File: src/rtl/pll_pwrup_pkg.sv
package pll_pwrup_pkg;

   typedef enum logic [3:0] {
      ST_IDLE,
      ST_RST_ON,
      ST_RST_OFF,
      ST_STEP_PD,
      ST_STEP_GEN,
      ST_STEP_LDO,
      ST_LDO_DROP,
      ST_LDO_RAISE,
      ST_STEP_EN,
      ST_LKDET_LO,
      ST_SAMPLE,
      ST_POLL_WAIT,
      ST_LOCKED,
      ST_FAILED
   } seq_state_e;

   typedef struct packed {
      logic pd_rel;
      logic gen_on;
      logic ldo_on;
      logic pll_en;
   } pwr_ctl_t;

   function automatic int max2(input int a, input int b);
      return (a > b) ? a : b;
   endfunction

endpackage

File: src/rtl/pll_pwrup_tick.sv
module pll_pwrup_tick #(
   parameter int CYC_PER_US = 50
) (
   input  logic clk,
   input  logic rst_n,
   input  logic restart,
   output logic tick
);
   generate
      if (CYC_PER_US == 1) begin : g_direct
         logic unused_tick_in;
         assign unused_tick_in = restart ^ clk ^ rst_n;
         assign tick = 1'b1;
      end else begin : g_prescale
         localparam int PW = $clog2(CYC_PER_US);
         logic [PW-1:0] pre_q;
         assign tick = (pre_q == PW'(CYC_PER_US - 1));
         always_ff @(posedge clk) begin
            if (!rst_n)              pre_q <= '0;
            else if (restart || tick) pre_q <= '0;
            else                     pre_q <= pre_q + 1'b1;
         end
      end
   endgenerate
endmodule

File: src/rtl/pll_pwrup_timer.sv
module pll_pwrup_timer #(
   parameter int CYC_PER_US = 50,
   parameter int DLY_W      = 10
) (
   input  logic             clk,
   input  logic             rst_n,
   input  logic             load,
   input  logic [DLY_W-1:0] load_val,
   output logic             expire
);
   logic             tick;
   logic [DLY_W-1:0] rem_q;

   pll_pwrup_tick #(.CYC_PER_US(CYC_PER_US)) u_tick (
      .clk     (clk),
      .rst_n   (rst_n),
      .restart (load),
      .tick    (tick)
   );

   assign expire = tick && (rem_q == DLY_W'(1));

   always_ff @(posedge clk) begin
      if (!rst_n)                          rem_q <= '0;
      else if (load)                       rem_q <= load_val;
      else if (tick && (rem_q != '0))      rem_q <= rem_q - 1'b1;
   end
endmodule

File: src/rtl/pll_pwrup_fsm.sv
module pll_pwrup_fsm
   import pll_pwrup_pkg::*;
#(
   parameter int DLY_W            = 10,
   parameter int RST_US           = 1,
   parameter int PD_US            = 1,
   parameter int GEN_US           = 200,
   parameter int LDO_US           = 500,
   parameter int LDO_RETRY_US     = 250,
   parameter int LDO_OFF_US       = 200,
   parameter int LDO_ON_US        = 500,
   parameter int EN_US            = 600,
   parameter int LKDET_LO_US      = 100,
   parameter int POLL_US          = 100,
   parameter int POLL_MAX         = 5,
   parameter int ATTEMPTS         = 2,
   parameter int LKDET_W          = 8,
   parameter int LKDET_LO_CODE    = 12,
   parameter int LKDET_ARMED_CODE = 13
) (
   input  logic               clk,
   input  logic               rst_n,
   input  logic               en_req,
   input  logic               dis_req,
   input  logic               pll_ready,
   input  logic               expire,
   output logic               load,
   output logic [DLY_W-1:0]   load_val,
   output logic               sw_rst,
   output pwr_ctl_t           pwr,
   output logic [LKDET_W-1:0] lkdet,
   output logic               done,
   output logic               fail
);
   localparam int AW = $clog2(ATTEMPTS) + 1;
   localparam int PW = $clog2(POLL_MAX + 1);
   localparam logic [LKDET_W-1:0] LK_LO  = LKDET_W'(LKDET_LO_CODE);
   localparam logic [LKDET_W-1:0] LK_ARM = LKDET_W'(LKDET_ARMED_CODE);

   seq_state_e         st_q, st_n;
   pwr_ctl_t           pwr_q, pwr_n;
   logic               sw_q, sw_n;
   logic [LKDET_W-1:0] lk_q, lk_n;
   logic               done_q, done_n, fail_q, fail_n;
   logic [AW-1:0]      att_q, att_n;
   logic [PW-1:0]      poll_q, poll_n;

   always_comb begin
      st_n     = st_q;
      pwr_n    = pwr_q;
      sw_n     = sw_q;
      lk_n     = lk_q;
      done_n   = done_q;
      fail_n   = fail_q;
      att_n    = att_q;
      poll_n   = poll_q;
      load     = 1'b0;
      load_val = '0;
      if (dis_req) begin
         st_n  = ST_IDLE;
         pwr_n = '0;
         sw_n  = 1'b0;
         lk_n  = LK_ARM;
      end else begin
         unique case (st_q)
            ST_IDLE, ST_LOCKED, ST_FAILED: begin
               if (en_req) begin
                  st_n     = ST_RST_ON;
                  sw_n     = 1'b1;
                  done_n   = 1'b0;
                  fail_n   = 1'b0;
                  att_n    = '0;
                  load     = 1'b1;
                  load_val = DLY_W'(RST_US);
               end
            end
            ST_RST_ON: if (expire) begin
               st_n     = ST_RST_OFF;
               sw_n     = 1'b0;
               load     = 1'b1;
               load_val = DLY_W'(RST_US);
            end
            ST_RST_OFF: if (expire) begin
               st_n         = ST_STEP_PD;
               pwr_n        = '0;
               pwr_n.pd_rel = 1'b1;
               load         = 1'b1;
               load_val     = DLY_W'(PD_US);
            end
            ST_STEP_PD: if (expire) begin
               st_n         = ST_STEP_GEN;
               pwr_n.gen_on = 1'b1;
               load         = 1'b1;
               load_val     = DLY_W'(GEN_US);
            end
            ST_STEP_GEN: if (expire) begin
               st_n         = ST_STEP_LDO;
               pwr_n.ldo_on = 1'b1;
               load         = 1'b1;
               load_val     = (att_q == '0) ? DLY_W'(LDO_US) : DLY_W'(LDO_RETRY_US);
            end
            ST_STEP_LDO: if (expire) begin
               load = 1'b1;
               if (att_q != '0) begin
                  st_n         = ST_LDO_DROP;
                  pwr_n.ldo_on = 1'b0;
                  load_val     = DLY_W'(LDO_OFF_US);
               end else begin
                  st_n         = ST_STEP_EN;
                  pwr_n.pll_en = 1'b1;
                  load_val     = DLY_W'(EN_US);
               end
            end
            ST_LDO_DROP: if (expire) begin
               st_n         = ST_LDO_RAISE;
               pwr_n.ldo_on = 1'b1;
               load         = 1'b1;
               load_val     = DLY_W'(LDO_ON_US);
            end
            ST_LDO_RAISE: if (expire) begin
               st_n         = ST_STEP_EN;
               pwr_n.pll_en = 1'b1;
               load         = 1'b1;
               load_val     = DLY_W'(EN_US);
            end
            ST_STEP_EN: if (expire) begin
               st_n     = ST_LKDET_LO;
               lk_n     = LK_LO;
               load     = 1'b1;
               load_val = DLY_W'(LKDET_LO_US);
            end
            ST_LKDET_LO: if (expire) begin
               st_n   = ST_SAMPLE;
               lk_n   = LK_ARM;
               poll_n = '0;
            end
            ST_SAMPLE: begin
               if (pll_ready) begin
                  st_n   = ST_LOCKED;
                  done_n = 1'b1;
               end else begin
                  st_n     = ST_POLL_WAIT;
                  poll_n   = poll_q + 1'b1;
                  load     = 1'b1;
                  load_val = DLY_W'(POLL_US);
               end
            end
            ST_POLL_WAIT: if (expire) begin
               if (poll_q == PW'(POLL_MAX)) begin
                  if (att_q == AW'(ATTEMPTS - 1)) begin
                     st_n   = ST_FAILED;
                     fail_n = 1'b1;
                  end else begin
                     st_n     = ST_RST_ON;
                     sw_n     = 1'b1;
                     att_n    = att_q + 1'b1;
                     load     = 1'b1;
                     load_val = DLY_W'(RST_US);
                  end
               end else begin
                  st_n = ST_SAMPLE;
               end
            end
            default: st_n = ST_IDLE;
         endcase
      end
   end

   always_ff @(posedge clk) begin
      if (!rst_n) begin
         st_q   <= ST_IDLE;
         pwr_q  <= '0;
         sw_q   <= 1'b0;
         lk_q   <= LK_ARM;
         done_q <= 1'b0;
         fail_q <= 1'b0;
         att_q  <= '0;
         poll_q <= '0;
      end else begin
         st_q   <= st_n;
         pwr_q  <= pwr_n;
         sw_q   <= sw_n;
         lk_q   <= lk_n;
         done_q <= done_n;
         fail_q <= fail_n;
         att_q  <= att_n;
         poll_q <= poll_n;
      end
   end

   assign sw_rst = sw_q;
   assign pwr    = pwr_q;
   assign lkdet  = lk_q;
   assign done   = done_q;
   assign fail   = fail_q;
endmodule

File: src/rtl/pll_pwrup_seq.sv
module pll_pwrup_seq
   import pll_pwrup_pkg::*;
#(
   parameter int CYCLES_PER_US    = 50,
   parameter int RST_US           = 1,
   parameter int PD_US            = 1,
   parameter int GEN_US           = 200,
   parameter int LDO_US           = 500,
   parameter int LDO_RETRY_US     = 250,
   parameter int LDO_OFF_US       = 200,
   parameter int LDO_ON_US        = 500,
   parameter int EN_US            = 600,
   parameter int LKDET_LO_US      = 100,
   parameter int POLL_US          = 100,
   parameter int POLL_MAX         = 5,
   parameter int ATTEMPTS         = 2,
   parameter int LKDET_W          = 8,
   parameter int LKDET_LO_CODE    = 12,
   parameter int LKDET_ARMED_CODE = 13
) (
   input  logic               clk,
   input  logic               rst_n,
   input  logic               en_req,
   input  logic               dis_req,
   input  logic               pll_ready,
   output logic               sw_rst,
   output logic               pwrdn_rel,
   output logic               pwrgen_on,
   output logic               ldo_on,
   output logic               pll_en,
   output logic [LKDET_W-1:0] lkdet_code,
   output logic               seq_done,
   output logic               seq_fail
);
   localparam int DLY_MAX = max2(max2(max2(RST_US, PD_US), max2(GEN_US, LDO_US)),
                                 max2(max2(LDO_RETRY_US, LDO_OFF_US),
                                      max2(max2(LDO_ON_US, EN_US), max2(LKDET_LO_US, POLL_US))));
   localparam int DLY_W = $clog2(DLY_MAX + 1);

   generate
      if (CYCLES_PER_US < 1) begin : g_bad_cpu
         $error("CYCLES_PER_US must be at least 1");
      end
      if (RST_US < 1 || PD_US < 1 || GEN_US < 1 || LDO_US < 1 || LDO_RETRY_US < 1 ||
          LDO_OFF_US < 1 || LDO_ON_US < 1 || EN_US < 1 || LKDET_LO_US < 1 || POLL_US < 1) begin : g_bad_dly
         $error("every delay must be at least 1 us");
      end
      if (POLL_MAX < 1 || ATTEMPTS < 1) begin : g_bad_cnt
         $error("POLL_MAX and ATTEMPTS must be at least 1");
      end
      if (LKDET_LO_CODE >= (1 << LKDET_W) || LKDET_ARMED_CODE >= (1 << LKDET_W) ||
          LKDET_LO_CODE == LKDET_ARMED_CODE) begin : g_bad_code
         $error("lock-detect codes must fit LKDET_W and differ");
      end
   endgenerate

   logic             load, expire;
   logic [DLY_W-1:0] load_val;
   pwr_ctl_t         pwr;

   pll_pwrup_timer #(.CYC_PER_US(CYCLES_PER_US), .DLY_W(DLY_W)) u_timer (
      .clk      (clk),
      .rst_n    (rst_n),
      .load     (load),
      .load_val (load_val),
      .expire   (expire)
   );

   pll_pwrup_fsm #(
      .DLY_W(DLY_W), .RST_US(RST_US), .PD_US(PD_US), .GEN_US(GEN_US),
      .LDO_US(LDO_US), .LDO_RETRY_US(LDO_RETRY_US), .LDO_OFF_US(LDO_OFF_US),
      .LDO_ON_US(LDO_ON_US), .EN_US(EN_US), .LKDET_LO_US(LKDET_LO_US),
      .POLL_US(POLL_US), .POLL_MAX(POLL_MAX), .ATTEMPTS(ATTEMPTS),
      .LKDET_W(LKDET_W), .LKDET_LO_CODE(LKDET_LO_CODE), .LKDET_ARMED_CODE(LKDET_ARMED_CODE)
   ) u_fsm (
      .clk       (clk),
      .rst_n     (rst_n),
      .en_req    (en_req),
      .dis_req   (dis_req),
      .pll_ready (pll_ready),
      .expire    (expire),
      .load      (load),
      .load_val  (load_val),
      .sw_rst    (sw_rst),
      .pwr       (pwr),
      .lkdet     (lkdet_code),
      .done      (seq_done),
      .fail      (seq_fail)
   );

   assign pwrdn_rel = pwr.pd_rel;
   assign pwrgen_on = pwr.gen_on;
   assign ldo_on    = pwr.ldo_on;
   assign pll_en    = pwr.pll_en;
endmodule

File: config.mk
export PLATFORM = sky130hd
export DESIGN_NAME = pll_pwrup_seq
export DESIGN_NICKNAME = d
export VERILOG_FILES = /design/src/rtl/pll_pwrup_pkg.sv /design/src/rtl/pll_pwrup_tick.sv /design/src/rtl/pll_pwrup_timer.sv /design/src/rtl/pll_pwrup_fsm.sv /design/src/rtl/pll_pwrup_seq.sv
export SDC_FILE = /design/constraint.sdc
export NUM_CORES = 1
export LEC_CHECK = 0
export ABC_AREA = 1
export BUFFER_PORTS_ARGS = -buffer_cell sky130_fd_sc_hd__buf_2
export CAP_MARGIN = 15
export CORE_ASPECT_RATIO = 0.7
export CORE_MARGIN = 2
export CORE_UTILIZATION = 40
export CTS_CLUSTER_DIAMETER = 120
export DETAILED_ROUTE_END_ITERATION = 6
export HOLD_SLACK_MARGIN = 0.03
export SYNTH_ARGS = -nofsm -noshare
export SYNTH_HDL_FRONTEND = slang
export SYNTH_SLANG_ARGS = --single-unit
File: constraint.sdc
create_clock -name clk -period 2.4 [get_ports clk]
set_input_delay 0.24 -clock clk [delete_from_list [all_inputs] [get_ports clk]]
set_output_delay 0.24 -clock clk [all_outputs]
set_load 0.02 [all_outputs]
Word-level counts from Yosys, hierarchy flattened --
Index checks and enable logic that the tools add are counted.
Storage, ports and cells: output and inout port bits 15, logic and storage cells 162, register bits after elaboration 40
Cells by class: multiplexer cells 74, reduce and logical (&&, ||, !) cells 33, eq/ne operators 36, bitwise gates (word level) 2, $add $sub $neg 4
Operators with widths (count):
- 10-bit one-hot mux with 10 select lines | 1
- 10-bit 2-to-1 mux | 9
- 4-bit 2-to-1 mux | 14
- 4-bit one-hot mux with 12 select lines | 1
- 2-bit inequality test, second input constant | 15
- 4-bit equality test, second input constant | 6
- 8-bit 2-to-1 mux | 3
- 1-bit 2-to-1 mux | 23
- 9-bit 2-to-1 mux | 2
- 6-bit AND reduction | 3
- 4-bit by 3-bit equality test with 1-bit output, second input constant | 4
- 8-bit one-hot mux with 2 select lines | 1
- 7-bit 2-to-1 mux | 2
- 2-bit nonzero test | 7
- 3-bit 2-to-1 mux | 4
- 11-bit AND reduction | 1
- 10-bit by 1-bit equality test with 1-bit output, second input constant | 1
- 2-bit 2-to-1 mux | 5
- 5-bit AND reduction | 2
- 10-bit nonzero test | 1
- 10-bit by 1-bit subtractor with 10-bit output, second input constant | 1
- 1-bit one-hot mux with 3 select lines | 3
- 3-bit nonzero test | 3
- 4-bit by 2-bit equality test with 1-bit output, second input constant | 2
- 23 further kinds | 35

Depth between registers and ports, before layout --
Gate-level depths: netlist of the first run.
word-level depth 8, gate-level depth with buffers 14, depth with buffers taken out 14

Cells and area by module --
A second synthesis of the first run with hierarchy kept.
Unflattened totals: cells, all modules 397, area total of the unflattened synthesis 2422.3 µm²
By module, submodules not included:
- pll_pwrup_fsm | instances 1, area each 1385.1 µm², seq. area each 340.3 µm², cells an instance 239
- pll_pwrup_timer | instances 1, area each 755.7 µm², seq. area each 200.2 µm², cells an instance 123
- pll_pwrup_tick | instances 1, area each 281.5 µm², seq. area each 120.1 µm², cells an instance 35

Worst setup path after synthesis of the first run --
No wires, ideal clock.
path type register to register, start point register u_timer.u_tick.g_prescale.pre_q[0], end point register u_timer.rem_q[8], path slack 0.738 ns, data arrival time 1.551 ns, path buffers 0, stages on the path, launching flop included 11, clock period less this slack 1.662 ns, library setup time 0.111 ns, cells stage by stage dfxtp_1 ha_1 nand2_1 nor2_1 nand2_1 a21oi_1 inv_2 nand3_2 inv_1 nor2_1 nor2_1
On the way: word-level cells in the longest chain between the ends 6
RTL lines:
- start: declaration | RTL line pll_pwrup_tick.sv:16 | logic [PW-1:0] pre_q;
- start signal: assignment | RTL line pll_pwrup_tick.sv:21 | else pre_q <= pre_q + 1'b1;
- 6-bit equality test (*) | RTL line pll_pwrup_tick.sv:17 | assign tick = (pre_q == PW'(CYC_PER_US - 1));
- 1-bit logical AND | RTL line pll_pwrup_timer.sv:21 | assign expire = tick && (rem_q == DLY_W'(1));
- 10-bit 2-to-1 mux, or another cell as far along | RTL line pll_pwrup_fsm.sv:148 | ST_POLL_WAIT: if (expire) begin
- 10-bit one-hot mux with 10 select lines or 1-bit one-hot mux with 4 select lines (tied branches) | RTL line pll_pwrup_fsm.sv:65 | unique case (st_q)
- 10-bit 2-to-1 mux or 1-bit 2-to-1 mux (tied branches) | RTL line pll_pwrup_fsm.sv:59 | if (dis_req) begin
- 10-bit 2-to-1 mux or 2-bit nonzero test (tied branches)
- end signal: assignment | RTL line pll_pwrup_timer.sv:25 | else if (load) rem_q <= load_val;
- end signal: assignment | RTL line pll_pwrup_timer.sv:26 | else if (tick && (rem_q != '0)) rem_q <= rem_q - 1'b1;
- end: declaration | RTL line pll_pwrup_timer.sv:12 | logic [DLY_W-1:0] rem_q;
Mark *: on every way between the ends. The rest lies on a longest branch, timed or not. A chain may end at the register's enable or synchronous reset.

Worst setup path after layout of the first run --
start point register u_timer.u_tick.g_prescale.pre_q[0], end point register u_fsm.st_q[2]
On the way: word-level cells in the longest chain between the ends 4
RTL lines:
- 6-bit equality test (*) | RTL line pll_pwrup_tick.sv:17
- 1-bit logical AND (*) | RTL line pll_pwrup_timer.sv:21
- 2-bit inequality test (no source line)
- 11-bit AND reduction (no source line) (*)
- end signal: assignment | RTL line pll_pwrup_fsm.sv:180 | st_q <= st_n;
- end: declaration | RTL line pll_pwrup_fsm.sv:40 | seq_state_e st_q, st_n;
Marks and branches as above.

==> results.sh, run 1 <==
export IMPL_gr_usage_met2_pct=27.34
export IMPL_insertion_delay_ns=0.29
export IMPL_layout_nets=403
export IMPL_worst_setup_path_end_kind="flop"
export IMPL_grt_pass1_wl_um=10270
export IMPL_worst_slack_ns=0.3405
export IMPL_swShare_pct=41.93
export IMPL_ys_seq_area_share_pct=27.47
export IMPL_async_reset_ff_share_pct=0
export IMPL_hold_start="rst_n"
export IMPL_initial_core_util_pct=41.78
export IMPL_synthesis_area_um2=2405
export IMPL_final_cell_mix="nand2_1 (70), nor2_1 (57), inv_1 (54)"
export IMPL_pwr_share_clk_pct=24.4
export IMPL_max_freq_mhz=485.6
export IMPL_diodes=0
export IMPL_synth_simple_area_share_pct=40.58
export IMPL_cp_arrival_ns=2.24
export IMPL_drc=0
export IMPL_place_ws_ns=0.3631
export IMPL_setup_viol=0
export IMPL_rsz0062_at_grt="no"
export IMPL_period_needed_ns=2.059
export IMPL_final_antenna_net_count=0
export IMPL_power_density_nw_per_um2=677.0
export IMPL_vdd_ir_drop_worst_mv=0.2477
export IMPL_slowest_stage="dfxtp_1"
export IMPL_grt_overflow=0
export IMPL_seqPwrFrac_pct=37.6
export IMPL_rows=23
export IMPL_use_met3_pct=3.730
export IMPL_top_usage_layer="met1"
export IMPL_cts_resized=0
export IMPL_fillers=625
export IMPL_finalSetupTns_ns=0
export IMPL_synth_compound_area_share_pct=11.45
export IMPL_numCtsBuffers=5
export IMPL_drv_slew=0
export IMPL_critPathBufInv=0
export IMPL_p_total_uw=1748
export IMPL_synth_edf_count=0
export IMPL_firstDrtPassIters=6
export IMPL_yosysUniqueCellTypes=32
export IMPL_ctsHoldBuffers=0
export IMPL_clkSinkCount=33
export IMPL_die_width_um=96.68
export IMPL_synth_fa_ha_area_share_pct=4.683
export IMPL_io_buffer_count=12
export IMPL_antenna_found_initial=0
export IMPL_drive_gt1_share_pct=12.05
export IMPL_fin_skew_ns=0.007807
export IMPL_synthXorXnorAreaFrac_pct=2.549
export IMPL_critPathTopFamily="simple AND/OR/NAND/NOR gates"
export IMPL_cp_data_required_time_ns=2.58
export IMPL_gp_congestion=0.9767
export IMPL_grt_pass1_vias=2083
export IMPL_wl_per_cell_um=12.71
export IMPL_cp_startpoint="u_timer.u_tick.g_prescale.pre_q[0]"
export IMPL_htreeDepth=2
export IMPL_syn_to_final_growth_pct=7.336
export IMPL_ys_warnings_count=0
export IMPL_status="complete, no violations"
export IMPL_switchingPower_uw=732.8
export IMPL_synth_ff_type="dfxtp_1"
export IMPL_grt_max_degree=16
export IMPL_grt_total_usage_pct=19.15
export IMPL_synth_mux_area_share_pct=0
export IMPL_path_cells="ha_1 -> nand3_1 -> nor2_2 -> nand3_1 -> nand2_1 -> nand3_2 -> nor2_4 -> nand2_1 -> o21ai_0 -> nor2_1"
export IMPL_seq_area_um2=660.6
export IMPL_viasPerCell=5.030
export IMPL_ios=20
export IMPL_ys_seq_elements=33
export IMPL_wirelength_um=5910
export IMPL_syn_instance_count=375
export IMPL_finalHoldViolCount=0
export IMPL_start_kind="flop"
export IMPL_die_area_um2=6658
export IMPL_postCtsSetupBuffers=0
export IMPL_fin_crit_sh_pct=85.81
export IMPL_die_y_um=68.87
export IMPL_p_leak_uw=0.001309
export IMPL_p_int_uw=1015
export IMPL_critical_path_max_fanout=11
export IMPL_syn_area_per_cell_um2=6.413
export IMPL_drv_cap=0
export IMPL_hold_path_class="in -> reg"
export IMPL_share_comb_of_total_power_pct=38.0
export IMPL_synth_top_family_by_area="simple AND/OR/NAND/NOR gates"
export IMPL_initialDrtViolationCount=227
export IMPL_slowest_delay_ns=0.38
export IMPL_final_common_cell="nand2_1"
export IMPL_hpwl_um=4588
export IMPL_rrSetupSlack_ns=0.34
export IMPL_path_class="reg -> reg"
export IMPL_coreArea_um2=5756
export IMPL_cts_tree="done"
export IMPL_grtUsageMet1_pct=29.40
export IMPL_cts_max_path_buffers=2
export IMPL_vias=2339
export IMPL_reg2reg_from="u_timer.u_tick.g_prescale.pre_q[0]"
export IMPL_root_buffer="clkbuf_8"
export IMPL_multiInputGateArea_um2=1451
export IMPL_clk_pin_slew_worst_paths_ns=0.08
area by class of cell:
class / count / share of cell area [%]
Sequential cell: 33 / 25.59
Clock buffer: 6 / 2.811
Tap cell: 75 / 3.635
Multi-Input combinational cell: 276 / 56.23
Timing Repair Buffer: 13 / 2.618
Clock inverter: 2 / 0.3878
Inverter: 60 / 8.725
Yosys cell counts, types with 2 or more instances:
cell type	count	area share [%]
nor2_1	57	8.9
nand4_1	13	3.4
dfxtp_1	33	27
nand2_1	70	11
o211ai_1	3	0.94
xor2_1	5	1.8
nand2_2	6	1.6
nand3b_1	2	0.62
o21ai_1	2	0.42
o21bai_1	7	2.2
nand3_2	3	1.2
o21ai_0	17	3.5
nor3_1	4	0.83
buf_4	8	2.5
a31oi_1	2	0.52
inv_2	5	0.78
conb_1	2	0.31
xnor2_1	2	0.73
a21oi_1	17	3.5
inv_1	54	8.4
nand2_4	2	0.94
nand3_1	36	7.5
buf_6	2	0.94
nor2_2	5	1.3
nor2_4	3	1.4
ha_1	9	4.7
power by group through the flow:
stage | Combinational (uW) | Sequential (uW) | Clock (uW)
detailed placement | 652 | 668 | 0
global route | 752 | 664 | 459
floorplan | 535 | 657 | 0
global placement | 653 | 667 | 0
finish | 664 | 657 | 427
CTS | 656 | 656 | 440
worst reg2reg max path: stages (launching register included):
cell     delay (ns)
dfxtp_1        0.38
ha_1           0.19
nand3_1        0.08
nor2_2         0.18
nand3_1        0.37
nand2_1        0.25
nand3_2        0.14
nor2_4         0.18
nand2_1        0.06
o21ai_0        0.07
nor2_1         0.05
worst paths after layout:
path,cells past startpoint,to
setup / recovery,10,u_fsm.st_q[2]
hold / removal,3,u_timer.rem_q[2]
setup reg to reg,10,u_fsm.st_q[2]
hold reg to reg,2,u_fsm.pwr[1]
flip-flops by register name (all words and copies together), names as in the netlist, 2 cells and up:
signal                           flops
u_fsm.pwr                            4
u_timer.rem_q                       10
u_fsm.att_q                          2
u_fsm.poll_q                         3
u_timer.u_tick.g_prescale.pre_q      6
u_fsm.st_q                           4
logic make-up after synthesis:
group / count (synthesis)
and+or+nand+nor: 204
buffers and inverters: 71
AOI/OAI and AO/OA: 49
DFF: 33
adders and majority gates: 9
xor gates and xnor gates: 7
other: 2
layer usage:
metal	part of all wire (%)	up-vias
met5	0	-
met4	1.1	0
met3	6.1	11
met2	37	81
met1	55	1028
li1	-	1219
through the flow:
| stage | util (%) | cells | hold slack [ns] | instance area, um2 |
|---|---|---|---|---|
| 4_1_cts | 44.85 | 465 | 0.2670 | 2581 |
| 3_5_place_dp | 43.41 | 457 | 0.4387 | 2499 |
| 2_1_floorplan | - | 380 | 0.3604 | 2424 |
| 3_3_place_gp | 43.41 | 457 | 0.4283 | 2499 |
| 6_report | 44.85 | 465 | 0.2668 | 2581 |
| 5_1_grt | 44.85 | 465 | 0.2848 | 2581 |
Power figures use the tool's default switching activity.
==> run 2, diff against run 1 <==
Clock period 2.4 ns to 2.6 ns, I/O delays scaled along.
==> results.sh, run 2 (synthesis results as in run 1) <==
export IMPL_drc=0
export IMPL_finalSetupTns_ns=0
export IMPL_switchingPower_uw=662.3
export IMPL_pwr_share_clk_pct=24.9
export IMPL_clk_pin_slew_worst_paths_ns=0.07
export IMPL_final_cell_mix="nand2_1 (70), nor2_1 (57), inv_1 (54)"
export IMPL_max_freq_mhz=476.6
export IMPL_diodes=0
export IMPL_drive_gt1_share_pct=11.83
export IMPL_vdd_ir_drop_worst_mv=0.2237
export IMPL_critical_path_max_fanout=11
export IMPL_vias=2333
export IMPL_die_y_um=68.87
export IMPL_coreArea_um2=5756
export IMPL_grt_pass1_vias=2058
export IMPL_start_kind="flop"
export IMPL_grt_total_usage_pct=19.15
export IMPL_seqPwrFrac_pct=37.3
export IMPL_cp_data_required_time_ns=2.77
export IMPL_die_width_um=96.68
export IMPL_rsz0062_at_grt="no"
export IMPL_swShare_pct=40.79
export IMPL_grt_max_degree=16
export IMPL_slowest_delay_ns=0.38
export IMPL_viasPerCell=5.028
export IMPL_hpwl_um=4622
export IMPL_numCtsBuffers=5
export IMPL_finalInstanceArea_um2=2585
export IMPL_setup_viol=0
export IMPL_slowest_stage="dfxtp_1"
export IMPL_antenna_found_initial=0
export IMPL_grt_overflow=0
export IMPL_cts_resized=0
export IMPL_worst_setup_path_end_kind="flop"
export IMPL_gp_congestion=0.9767
export IMPL_ctsHoldBuffers=0
export IMPL_root_buffer="clkbuf_8"
export IMPL_final_antenna_net_count=0
export IMPL_finalHoldViolCount=0
export IMPL_fin_skew_ns=0.008074
export IMPL_path_cells="ha_1 -> nand3_1 -> nor2_2 -> nand3_1 -> nand2_1 -> nand3_2 -> nor2_4 -> nand2_1 -> o21ai_0 -> nor2_1"
export IMPL_fin_crit_sh_pct=80.70
export IMPL_postCtsSetupBuffers=0
export IMPL_path_depth=10
export IMPL_final_common_cell="nand2_1"
export IMPL_insertion_delay_ns=0.29
export IMPL_status="complete, no violations"
export IMPL_path_class="reg -> reg"
export IMPL_r2r_cells=10
export IMPL_whs_path_depth=3
export IMPL_critPathBufInv=0
export IMPL_clkSinkCount=33
export IMPL_hold_path_class="in -> reg"
export IMPL_power_density_nw_per_um2=628.1
export IMPL_critPathTopFamily="simple AND/OR/NAND/NOR gates"
export IMPL_wl_per_cell_um=12.69
export IMPL_cts_max_path_buffers=2
export IMPL_postPlaceCellArea_um2=2499
export IMPL_rows=23
export IMPL_top_register="u_timer.rem_q"
export IMPL_share_comb_of_total_power_pct=37.8
export IMPL_firstDrtPassIters=4
export IMPL_io_buffer_count=12
export IMPL_drv_cap=0
export IMPL_largest_register_ffs=10
export IMPL_p_leak_uw=0.001308
export IMPL_initialDrtViolationCount=234
export IMPL_syn_to_final_growth_pct=7.492
export IMPL_ios=20
export IMPL_wirelength_um=5890
export IMPL_cts_tree="done"
export IMPL_period_needed_ns=2.098
export IMPL_cp_arrival_ns=2.27
export IMPL_htreeDepth=2
export IMPL_p_int_uw=961.3
export IMPL_grt_pass1_wl_um=10050
export IMPL_reg_top3="u_timer.rem_q: 10 flops, u_timer.u_tick.g_prescale.pre_q: 6 flops"
export IMPL_drv_slew=0
export IMPL_die_area_um2=6658
export IMPL_layout_nets=403
export IMPL_initial_core_util_pct=41.78
run 2: changes by cell type in the layout (fill, tap and decap cells not counted):
cell,previous run,this run
clkinv_2,2,0
clkbuf_8,5,6
run 2: power groups by stage:
stage | Sequential [uW] | Clock [uW] | Combinational (uW)
6_report | 606 | 404 | 614
5_1_grt | 613 | 441 | 693
4_1_cts | 605 | 417 | 606
3_5_place_dp | 617 | 0 | 604
3_3_place_gp | 615 | 0 | 603
2_1_floorplan | 607 | 0 | 494
run 2: final cells by class:
class / count / area, um2
fill: 636 / 3171
timing repair buffer: 13 / 67.56
multi-input combinational: 276 / 1451
sequential: 33 / 660.6
inverter: 60 / 225.2
clock buffer: 7 / 86.33
tap: 75 / 93.84
run 2: tightest hold or removal path, stage by stage:
cell and delay (ns):
buf_2 0.16, nand2_1 0.08, nor2_1 0.03
run 2: per-layer routing:
metal | global-route usage (%) | up-vias | routed length, um
li1 | - | 1216 | -
met1 | 28.51 | 1053 | 3319
met2 | 27.08 | 59 | 2235
met3 | 5.444 | 5 | 288
met4 | 4.401 | 0 | 48
met5 | 0 | - | 0
run 2: per-stage QoR:
| stage | hold slack [ns] | util (%) | instances | setup WS (ns) | total power [uW] |
|---|---|---|---|---|---|
| after floorplan | 0.3804 | - | 380 | 0.9375 | 1101 |
| after global placement | 0.4283 | 43.41 | 457 | 0.5663 | 1218 |
| after detailed placement | 0.4400 | 43.41 | 457 | 0.5468 | 1221 |
| after CTS | 0.2846 | 44.91 | 464 | 0.5363 | 1629 |
| after global routing | 0.2874 | 44.91 | 464 | 0.2646 | 1747 |
| final | 0.2852 | 44.91 | 464 | 0.5019 | 1624 |
run 2: worst paths after layout:
kind	endpoint	start	slack [ns]
max reg2reg	u_fsm.st_q[1]	u_timer.u_tick.g_prescale.pre_q[0]	0.50
min reg2reg	u_fsm.pwr[1]	u_fsm.pwr[1]	0.44
min	u_timer.rem_q[0]	rst_n	0.29
max	u_fsm.st_q[1]	u_timer.u_tick.g_prescale.pre_q[0]	0.50
